==> config.mk <==
export PLATFORM = sky130hd
export DESIGN_NAME = rfctl_spi_regs
export DESIGN_NICKNAME = d
export VERILOG_FILES = /design/src/rtl/rfctl_spi_regs.sv
export SDC_FILE = /design/constraint.sdc
export NUM_CORES = 1
export LEC_CHECK = 0
export BUFFER_PORTS_ARGS = -buffer_cell sky130_fd_sc_hd__buf_2
export CAP_MARGIN = 10
export CELL_PAD_IN_SITES_DETAIL_PLACEMENT = 0
export CELL_PAD_IN_SITES_GLOBAL_PLACEMENT = 1
export CORE_MARGIN = 3
export CORE_UTILIZATION = 25
export CTS_CLUSTER_DIAMETER = 200
export CTS_CLUSTER_SIZE = 24
export DETAILED_ROUTE_END_ITERATION = 8
export GPL_ROUTABILITY_DRIVEN = 0
export PLACE_DENSITY = 0.42
export SLEW_MARGIN = 20
export SYNTH_ARGS = -nofsm -noshare
export SYNTH_HDL_FRONTEND = slang
export SYNTH_SLANG_ARGS = --single-unit
==> constraint.sdc <==
create_clock -name clk -period 4.3 [get_ports clk]
set_input_delay 0.215 -clock clk [delete_from_list [all_inputs] [get_ports clk]]
set_output_delay 0.215 -clock clk [all_outputs]
set_load 0.02 [all_outputs]
==> src/rtl/rfctl_spi_regs.sv <==
module rfctl_spi_regs #(
  parameter logic [15:0] SCRATCH_RST = 16'h0000,
  parameter logic [1:0]  FILT_RST    = 2'd0,
  parameter logic [1:0]  DEMOD_RST   = 2'd2
) (
  input  logic       clk,
  input  logic       rst_n,
  input  logic       spi_sclk,
  input  logic       spi_cs_n,
  input  logic       spi_mosi,
  output logic       spi_miso,
  output logic [2:0] tx_band_sw,
  output logic       tx_hb_sel,
  output logic [1:0] tx_out_sw,
  output logic [2:0] rx_band_sw,
  output logic       rx_hb_sel,
  output logic [1:0] rx_in_sw,
  output logic       cal_iso_en,
  output logic       rx_lo_src,
  output logic       tx_lo_src,
  output logic [2:0] rx_lo_filt_oh,
  output logic [2:0] tx_lo_filt_oh,
  output logic [2:0] demod_load_oh,
  output logic       rx_gtbl_hb,
  output logic       tx_gtbl_hb
);
  localparam int FRAME_W = 24;
  localparam int ADDR_W  = 7;
  localparam int DATA_W  = 16;
  localparam int CNT_W   = $clog2(FRAME_W + 1) + 1;
  localparam logic [CNT_W-1:0] CNT_MAX  = '1;
  localparam logic [CNT_W-1:0] CNT_FULL = CNT_W'(FRAME_W);
  localparam logic [CNT_W-1:0] CNT_HDR  = CNT_W'(FRAME_W - DATA_W);

  localparam logic [ADDR_W-1:0] A_TXRT  = 7'h00;
  localparam logic [ADDR_W-1:0] A_RXRT  = 7'h01;
  localparam logic [ADDR_W-1:0] A_LO    = 7'h02;
  localparam logic [ADDR_W-1:0] A_DEMOD = 7'h03;
  localparam logic [ADDR_W-1:0] A_SCR   = 7'h05;
  localparam logic [ADDR_W-1:0] A_GTBL  = 7'h06;

  logic [1:0] sclk_sy, cs_sy, mosi_sy;
  logic       sclk_d, cs_d;
  logic       sclk_s, cs_s, mosi_s;
  logic       sclk_rise, sclk_fall, cs_fall, cs_rise;

  always_ff @(posedge clk or negedge rst_n)
    if (!rst_n) begin
      sclk_sy <= '0;
      cs_sy   <= '1;
      mosi_sy <= '0;
      sclk_d  <= 1'b0;
      cs_d    <= 1'b1;
    end else begin
      sclk_sy <= {sclk_sy[0], spi_sclk};
      cs_sy   <= {cs_sy[0], spi_cs_n};
      mosi_sy <= {mosi_sy[0], spi_mosi};
      sclk_d  <= sclk_sy[1];
      cs_d    <= cs_sy[1];
    end

  assign sclk_s    = sclk_sy[1];
  assign cs_s      = cs_sy[1];
  assign mosi_s    = mosi_sy[1];
  assign sclk_rise = sclk_s & ~sclk_d & ~cs_s;
  assign sclk_fall = ~sclk_s & sclk_d & ~cs_s;
  assign cs_fall   = ~cs_s & cs_d;
  assign cs_rise   = cs_s & ~cs_d;

  logic [CNT_W-1:0]   bit_cnt;
  logic [FRAME_W-1:0] sh;
  logic [DATA_W-1:0]  rd_sh;
  logic               miso_q;

  logic [5:0]        txrt_q;
  logic [6:0]        rxrt_q;
  logic [1:0]        rxf_q, txf_q;
  logic              rxsrc_q, txsrc_q;
  logic [1:0]        dem_q;
  logic [DATA_W-1:0] scratch_q;
  logic [1:0]        gtbl_q;

  function automatic logic [DATA_W-1:0] reg_view(input logic [ADDR_W-1:0] a);
    case (a)
      A_TXRT:  reg_view = {10'd0, txrt_q};
      A_RXRT:  reg_view = {9'd0, rxrt_q};
      A_LO:    reg_view = {10'd0, txsrc_q, rxsrc_q, txf_q, rxf_q};
      A_DEMOD: reg_view = {14'd0, dem_q};
      A_SCR:   reg_view = scratch_q;
      A_GTBL:  reg_view = {14'd0, gtbl_q};
      default: reg_view = '0;
    endcase
  endfunction

  always_ff @(posedge clk or negedge rst_n)
    if (!rst_n) begin
      bit_cnt <= '0;
      sh      <= '0;
    end else if (cs_fall) begin
      bit_cnt <= '0;
    end else if (sclk_rise) begin
      sh <= {sh[FRAME_W-2:0], mosi_s};
      if (bit_cnt != CNT_MAX) bit_cnt <= bit_cnt + 1'b1;
    end

  always_ff @(posedge clk or negedge rst_n)
    if (!rst_n) begin
      rd_sh  <= '0;
      miso_q <= 1'b0;
    end else if (cs_s) begin
      miso_q <= 1'b0;
    end else if (sclk_rise && bit_cnt == CNT_HDR - 1'b1) begin
      rd_sh <= mosi_s ? reg_view(sh[ADDR_W-1:0]) : '0;
    end else if (sclk_fall) begin
      if (bit_cnt >= CNT_HDR && bit_cnt < CNT_FULL) begin
        miso_q <= rd_sh[DATA_W-1];
        rd_sh  <= {rd_sh[DATA_W-2:0], 1'b0};
      end else begin
        miso_q <= 1'b0;
      end
    end

  logic [ADDR_W-1:0] wr_addr;
  logic [DATA_W-1:0] wr_data;
  logic              wr_stb;

  assign wr_addr = sh[FRAME_W-1 -: ADDR_W];
  assign wr_data = sh[DATA_W-1:0];
  assign wr_stb  = cs_rise && bit_cnt == CNT_FULL && !sh[DATA_W];

  always_ff @(posedge clk or negedge rst_n)
    if (!rst_n) begin
      txrt_q    <= '0;
      rxrt_q    <= '0;
      rxf_q     <= FILT_RST;
      txf_q     <= FILT_RST;
      rxsrc_q   <= 1'b0;
      txsrc_q   <= 1'b0;
      dem_q     <= DEMOD_RST;
      scratch_q <= SCRATCH_RST;
      gtbl_q    <= '0;
    end else if (wr_stb) begin
      case (wr_addr)
        A_TXRT: txrt_q <= wr_data[5:0];
        A_RXRT: rxrt_q <= wr_data[6:0];
        A_LO: begin
          if (wr_data[1:0] != 2'd3) rxf_q <= wr_data[1:0];
          if (wr_data[3:2] != 2'd3) txf_q <= wr_data[3:2];
          rxsrc_q <= wr_data[4];
          txsrc_q <= wr_data[5];
        end
        A_DEMOD: if (wr_data[1:0] != 2'd3) dem_q <= wr_data[1:0];
        A_SCR:   scratch_q <= wr_data;
        A_GTBL:  gtbl_q <= wr_data[1:0];
        default: ;
      endcase
    end

  assign spi_miso      = miso_q;
  assign tx_band_sw    = txrt_q[2:0];
  assign tx_hb_sel     = txrt_q[3];
  assign tx_out_sw     = txrt_q[5:4];
  assign rx_band_sw    = rxrt_q[2:0];
  assign rx_hb_sel     = rxrt_q[3];
  assign rx_in_sw      = rxrt_q[5:4];
  assign cal_iso_en    = rxrt_q[6];
  assign rx_lo_src     = rxsrc_q;
  assign tx_lo_src     = txsrc_q;
  assign rx_lo_filt_oh = 3'b001 << rxf_q;
  assign tx_lo_filt_oh = 3'b001 << txf_q;
  assign demod_load_oh = 3'b001 << dem_q;
  assign rx_gtbl_hb    = gtbl_q[0];
  assign tx_gtbl_hb    = gtbl_q[1];
endmodule

---- Word-level counts from Yosys, hierarchy flattened ----
Index checks and enable logic that the tools add are counted.
cells by class
  add/subtract/negate cells ............... 1
  $lt $le $gt $ge ......................... 2
  equal/unequal tests ..................... 16
  shift-type cells ........................ 3
  mux-type cells .......................... 12
  bitwise logic cells ..................... 11
  reduce and logical (&&, ||, !) cells .... 24
operators by type and width
  cell                 count
  $pmux 16 s6          1
  $mux 16              4
  $eq 7x2->1 const B   4
  $eq 7x3->1 const B   4
  $mux 6               3
  $reduce_and 2->1     8
  $eq 7x1->1 const B   2
  $logic_not 7->1      2
  $reduce_and 3->1     4
  $reduce_bool 2->1    5
  $shl 1x2->3 const A  3
  $add 6x1->6 const B  1
  $and 1x1->1          6
  $eq 6x3->1 const B   1
  $eq 6x5->1 const B   1
  $ge 6x4->1 const B   1
  $lt 6x5->1 const B   1
  $ne 2x2->1 const B   3
  $ne 6x6->1 const B   1
  $not 1->1            5
  $logic_and 1x1->1    4
  $mux 1               4
  $logic_not 1->1      1
word-level totals
  register bits ........................... 94
  input port bits ......................... 5
  output and inout bits ................... 27
  word-level logic and storage cells ...... 87

---- Longest topological paths before layout ----
Gate-level depths: netlist (run 1).
  depth after elaboration ................. 6
  mapped depth ............................ 8
  mapped depth without buffers ............ 5

---- Least setup slack after synthesis (run 1) ----
OpenSTA, ideal clock, no wires.
  kind .................................... flip-flop to flip-flop
  from .................................... register cs_sy[1]
  to ...................................... register scratch_q[10]
  setup time .............................. 0.125 ns
  arrival ................................. 1.856 ns
  data required time ...................... 4.175 ns
  path slack .............................. 2.319 ns
  cell stages (with the launch flop) ...... 7
  path buffers ............................ 2
  clock period less this slack ............ 1.981 ns
  path through ............................ dfstp_2 nor4b_2 nand4_1 or4b_1 buf_2 buf_6 mux2_4
between the ends
  word-level cells in the longest chain between the ends .. 4
RTL lines
  element                         line  RTL
  start, declared                 42    logic [1:0] sclk_sy, cs_sy, mosi_sy;
  start signal, assigned          56    cs_sy <= {cs_sy[0], spi_cs_n};
  $and 1x1->1                     68    assign cs_rise = cs_s & ~cs_d;
  $logic_and 1x1->1 (2 in a row)  129   assign wr_stb = cs_rise && bit_cnt == CNT_FULL && !sh[DATA_W];
  $reduce_and 2->1 (no line)      -
  end signal, assigned            153   A_SCR: scratch_q <= wr_data;
  end, declared                   80    logic [DATA_W-1:0] scratch_q;
No other way between the ends.
A chain may end at the register's enable or synchronous reset.

---- Worst setup path after layout (run 1) ----
  from .................................... register cs_sy[1]
  to ...................................... register scratch_q[7]
Same word-level chain as after synthesis.

==> impl_metrics.toml, run 1 <==
[setup_path]
r2r_start = "cs_sy[1]"
required_ps = 4530
critical_path_class = "reg2reg"
endpoint_kind = "flip-flop"
cp-start-kind = "flip-flop"
rr_worst_depth = 5
crit_arrival_ps = 2990
setup.reg_to_reg.worst_slack_ps = 1540
rr_endpoint = "scratch_q[7]"
critPathMaxFanout = 16

[place]
place.port_buffers = 31
dp_cells = 584
post_dp_cell_area_sq_um = 4790
dp_hpwl_microns = 6810

[clocking]
cts_buffers = 9
cts_buffer_depth = 2
cts_setup_buffers = 0
path_clk_slew_ps = 70
cts_tree = "yes"
cts-root-buf = "clkbuf_16"
htree_levels = 3
clk_latency_ps = 350
clock_sinks = 94
ctsResizeCount = 0

[sta]
finalCritPeriodShare_pct = 64.1
fmax_mhz = 363
fin_crit_ps = 2760
clock_skew_ps = 7.55
rsz0062_at_grt = "false"
tightestPinTransition_ps = 966
setup_violations = 0
maxSlewViolCount = 0
timing.final.hold_violations = 0
timing.hold.ws_ps = 350
max-slew-margin-rel_pct = 35.6
setup_tns_ps = 0

[finish]
final_core_util_pct = 30.2
layout_commonest_cell = "dfrtp_1"
area_growth_pct = 15.8
diodes = 0
most-common-layout-cells = "dfrtp_1 (89), mux2_2 (46), buf_2 (30), inv_1 (19), mux2i_1 (17)"
instances_no_fill = 603
drive_gt1_share_pct = 32.9
stdcell_area_sq_um = 5110
layout.nets = 386

[die]
fp-row-count = 47
dieArea_sq_um = 19300
die_h_microns = 139
die_w_microns = 139
fp.coreArea_sq_um = 16900
start_util_pct = 26.1
io_pins = 32

[synth]
seq_area_frac_synth_pct = 53.4
syn_area_per_cell_sq_um = 12.6
yosysTopAreaCell = "dfrtp_1"
ys_ff_latch = 94
netlist.area_leader.share_pct = 51.0
synth_area_sq_um = 4420
synth_cell_types = 61
ys.flop_type = "dfrtp_1"
yosys-top-cells-area = "dfrtp_1 (51%), mux2_2 (12%), mux2i_1 (3.9%)"
synth_edf_count = 0
synth-async-reset-ratio_pct = 100
syn_nets = 357
yosys_warnings = 0
synthCells = 350

[global_route]
grtUsageTotal_pct = 11.4
grt_start_max_net_pins = 57
grt_pass1_vias = 2966
globalRouteOverflowTotal = 0
grt_first_pass_wirelength_microns = 17400
antenna_found_initial = 0

[power]
leakagePower_nw = 2.29
cellPowerDensity_nw_per_um2 = 373
ir_worst_vdd_mv = 0.190

[run]
drv_cap = 0

[hold_path]
holdPathEnd = "sclk_sy[1]"
hp-class = "reg2reg"
min_from = "sclk_sy[0]"
worstHoldPathCells = 0

[outcome]
status = "completed"

[routing]
drc_errors = 0
vias = 2843
post_drt_wl_per_cell_microns = 17.6
drt-total-wl_microns = 10600
drt_iter0_markers = 134
antenna_left = 0
firstDrtPassIters = 4
viasPerCell = 4.71
[worst max path at each step]
stage,startpoint,to,slack (ps),cells after the start
2_1_floorplan,cs_sy[1],scratch_q[10],2320,6
3_3_place_gp,cs_sy[1],scratch_q[12],1550,5
4_1_cts,cs_sy[1],scratch_q[7],1490,5
5_1_grt,cs_sy[1],scratch_q[7],1360,5
6_report,cs_sy[1],scratch_q[7],1540,5
3_5_place_dp,cs_sy[1],scratch_q[6],1500,5
[cells in the mapped netlist, drive strengths merged (2+ instances only)]
master	count
o21ba	2
nand2	7
or4	2
dfstp	4
nor3b	2
nor2b	6
dfrtp	90
xnor2	3
nor4	7
mux2i	17
buf	10
o32a	4
nand2b	2
nor3	3
a41oi	10
a2bb2oi	2
and2	4
o211ai	4
nor2	11
nand3b	3
xor2	2
or4bb	4
o21ai	4
o2111ai	2
ha	2
inv	19
clkbuf	14
nor4b	3
nand3	5
nand4b	4
o21a	5
a21oi	7
mux2	56
and4	4
a31oi	11
[repair_timing]
action                                  CTS  global route
endpoints found under the hold margin    56             0
endpoints found under the setup margin    0             0
hold buffers                              4             0
[cell families (layout without fill, tap and decap cells)]
| family | Yosys count | count (layout) | share of synthesized area, % |
|---|---|---|---|
| multiplexers | 73 | 73 | 19.0 |
| AND/OR/NAND/NOR | 74 | 74 | 11.8 |
| XOR/XNOR | 5 | 5 | 0.992 |
| flip-flops | 94 | 94 | 53.4 |
| adder cells (fa/ha/maj) | 2 | 2 | 0.567 |
| buffers and inverters | 43 | 76 | 4.17 |
| AO/OA/AOI/OAI | 59 | 59 | 10.1 |
[power by group]
part           switching (mW)  total, mW  internal (mW)
Sequential             0.0939       1.00          0.907
Combinational          0.0737      0.130         0.0559
Clock                   0.352      0.775          0.423
Total                   0.520       1.91           1.39
[registers in the layout (all words and copies together) (netlist names)]
name,count
sclk_d,1
sclk_sy,2
bit_cnt,6
rxrt_q,7
gtbl_q,2
sh,24
scratch_q,16
cs_sy,2
mosi_sy,2
cs_d,1
rxf_q,2
txf_q,2
spi_miso,1
dem_q,2
txrt_q,6
rd_sh,16
tx_lo_src,1
rx_lo_src,1
[layer usage]
metal / vias up / part of all wire, % / global-route usage, %
met5: - / 0 / 0
met3: 11 / 3.2 / 2.76
met2: 38 / 44 / 16.4
met1: 1432 / 52 / 16.8
met4: 0 / 1.5 / 3.86
li1: 1362 / - / -
[cell type report]
type                       instances  area, sq um
clock inverter                     4         31.3
inverter                          19         71.3
sequential                        94         2360
clock buffer                      11          253
tap                              220          275
timing repair buffer              42          250
multi-input combinational        213         1870
fill                            1753        11800
[worst max-delay path: stages (launching register included)]
cell     delay [ps]
dfstp_2         670
nor4b_2         260
nand4_1         120
buf_4           200
or4b_1          920
mux2_4          450
[stage by stage]
step           setup slack [ps]  total power, mW
2_1_floorplan              2320             1.08
3_5_place_dp               1500             1.15
3_3_place_gp               1550             1.15
5_1_grt                    1360             2.01
6_report                   1540             1.91
4_1_cts                    1490             1.94
Power figures use the tool's default switching activity.
==> run 2: changes to the inputs <==
- PLACE_DENSITY: 0.42 -> 0.44
- clock period: 4.3 -> 2.3 ns (I/O delays scaled with it)
==> run 2 against run 1 <==
Total power grew 88%. Global-route usage up 0.15 points. Critical path depth unchanged. Register-to-register slack got worse by 1400 ps. Via count increased by 3.0%. Worst hold slack lost 5.8 ps. Non-clock buffer count is 16 higher. Die area unchanged. Wire length down 0.79%. Critical path type unchanged. Highest routed layer unchanged.
==> impl_metrics.toml, run 2 (synthesis gave the netlist of run 1 again) <==
[outcome]
status = "completed"

[global_route]
globalRouteOverflowTotal = 0
antenna_found_initial = 0
grt_pass1_vias = 3059
grt_start_max_net_pins = 46
grt_first_pass_wirelength_microns = 17700
grtUsageTotal_pct = 11.6

[routing]
drt-total-wl_microns = 10500
firstDrtPassIters = 4
viasPerCell = 4.72
drc_errors = 0
drt_iter0_markers = 128
post_drt_wl_per_cell_microns = 16.9
vias = 2928
antenna_left = 0

[sta]
clock_skew_ps = 4.49
timing.final.hold_violations = 0
setup_violations = 0
max-slew-margin-rel_pct = 48.8
rsz0062_at_grt = "false"
fmax_mhz = 474
tightestPinTransition_ps = 768
setup_tns_ps = 0
fin_crit_ps = 2110
maxSlewViolCount = 0
timing.hold.ws_ps = 344
finalCritPeriodShare_pct = 91.8

[setup_path]
endpoint_kind = "flip-flop"
slowest_stage = "or4b_1"
critical_path_class = "reg2reg"
cpLargestDelayFamily = "simple AND/OR/NAND/NOR gates"
crit_path_max_incr_delay_ps = 550
required_ps = 2530
critPathMaxFanout = 16
crit_arrival_ps = 2340
path_cells = "nor4b_2, nand4_1, or4b_1, buf_12, mux2_4"
cp-start-kind = "flip-flop"
cp_num_buf_inv = 1

[finish]
stdcell_area_sq_um = 5270
largest_reg_flops = 24
layout_commonest_cell = "dfrtp_1"
most-common-layout-cells = "dfrtp_1 (90), mux2_2 (46), buf_2 (30), buf_4 (21), inv_1 (19)"
drive_gt1_share_pct = 34.8
layout.nets = 402
top_regs = "sh: 24 flops, rd_sh: 16 flops, scratch_q: 16 flops"
diodes = 0
area_growth_pct = 19.3
top_register = "sh"

[run]
drv_cap = 0

[hold_path]
hp-class = "in2async"

[die]
start_util_pct = 26.1
die_w_microns = 139
dieArea_sq_um = 19300
fp.coreArea_sq_um = 16900
fp-row-count = 47
die_h_microns = 139
io_pins = 32

[clocking]
clk_latency_ps = 340
ctsResizeCount = 0
htree_levels = 3
cts_buffer_depth = 2
cts_setup_buffers = 0
path_clk_slew_ps = 60
cts_buffers = 9
cts_tree = "yes"
clock_sinks = 94
cts-root-buf = "clkbuf_16"

[power]
cellPowerDensity_nw_per_um2 = 682
ir_worst_vdd_mv = 0.364
leakagePower_nw = 2.39

[place]
post_dp_cell_area_sq_um = 4950
dp_hpwl_microns = 7230
place.port_buffers = 31
==> run 2: cell types whose count changed in the layout (fill, tap and decap cells not counted) <==
cell        change
dfrtp_1         +1
buf_4          +13
dfrtp_2         -1
clkbuf_1        +3
clkinv_4        +1
clkinvlp_4      -2
inv_6           -1
buf_12          +3
==> run 2: what timing repair did <==
| item | in CTS | in global routing |
|---|---|---|
| hold buffers | 4 | 0 |
| endpoints found under the setup margin | 0 | 0 |
| endpoints found under the hold margin | 42 | 0 |
==> run 2: routing by layer <==
| layer | vias to the layer above | GRT usage [%] | routed length, microns | share of wire, % |
|---|---|---|---|---|
| met5 | - | 0 | 0 | 0 |
| met4 | 0 | 2.94 | 133 | 1.3 |
| met3 | 10 | 3.69 | 366 | 3.5 |
| met2 | 40 | 17.1 | 4590 | 44 |
| met1 | 1486 | 16.4 | 5410 | 52 |
| li1 | 1392 | - | - | - |
==> run 2: worst paths after layout <==
check / from / end / slack, ps / depth (start not counted)
min in group clk: cs_sy[0] / cs_sy[1] / 360 / 0
hold / removal: rst_n / bit_cnt[3] / 340 / 2
max in group asynchronous: rst_n / scratch_q[13] / 1250 / 3
setup / recovery: cs_sy[1] / scratch_q[15] / 190 / 5
hold reg to reg: cs_sy[0] / cs_sy[1] / 360 / 0
setup reg to reg: cs_sy[1] / scratch_q[15] / 190 / 5
==> run 2: final cells by class <==
class                           count  area (sq um)
Sequential cell                    94          2360
Fill cell                        1747         11700
Clock inverter                      2          16.3
Multi-Input combinational cell    213          1870
Clock buffer                       14           264
Inverter                           19          71.3
Timing Repair Buffer               58           408
Tap cell                          220           275
==> run 2: through the flow <==
step / std cells / total power [mW] / util (%) / worst slack [ps]
floorplan: 350 / 2.01 / - / 319
global placement: 600 / 2.20 / 29.2 / 187
detailed placement: 600 / 2.19 / 29.2 / 166
CTS: 620 / 3.67 / 31.1 / 151
global route: 620 / 3.79 / 31.1 / 88.6
finish: 620 / 3.59 / 31.1 / 189
==> run 2: power by group <==
group	internal (mW)	leakage [nW]	switching, mW
registers	1.70	1.28	0.107
logic	0.149	0.974	0.211
clock network	0.796	0.133	0.632
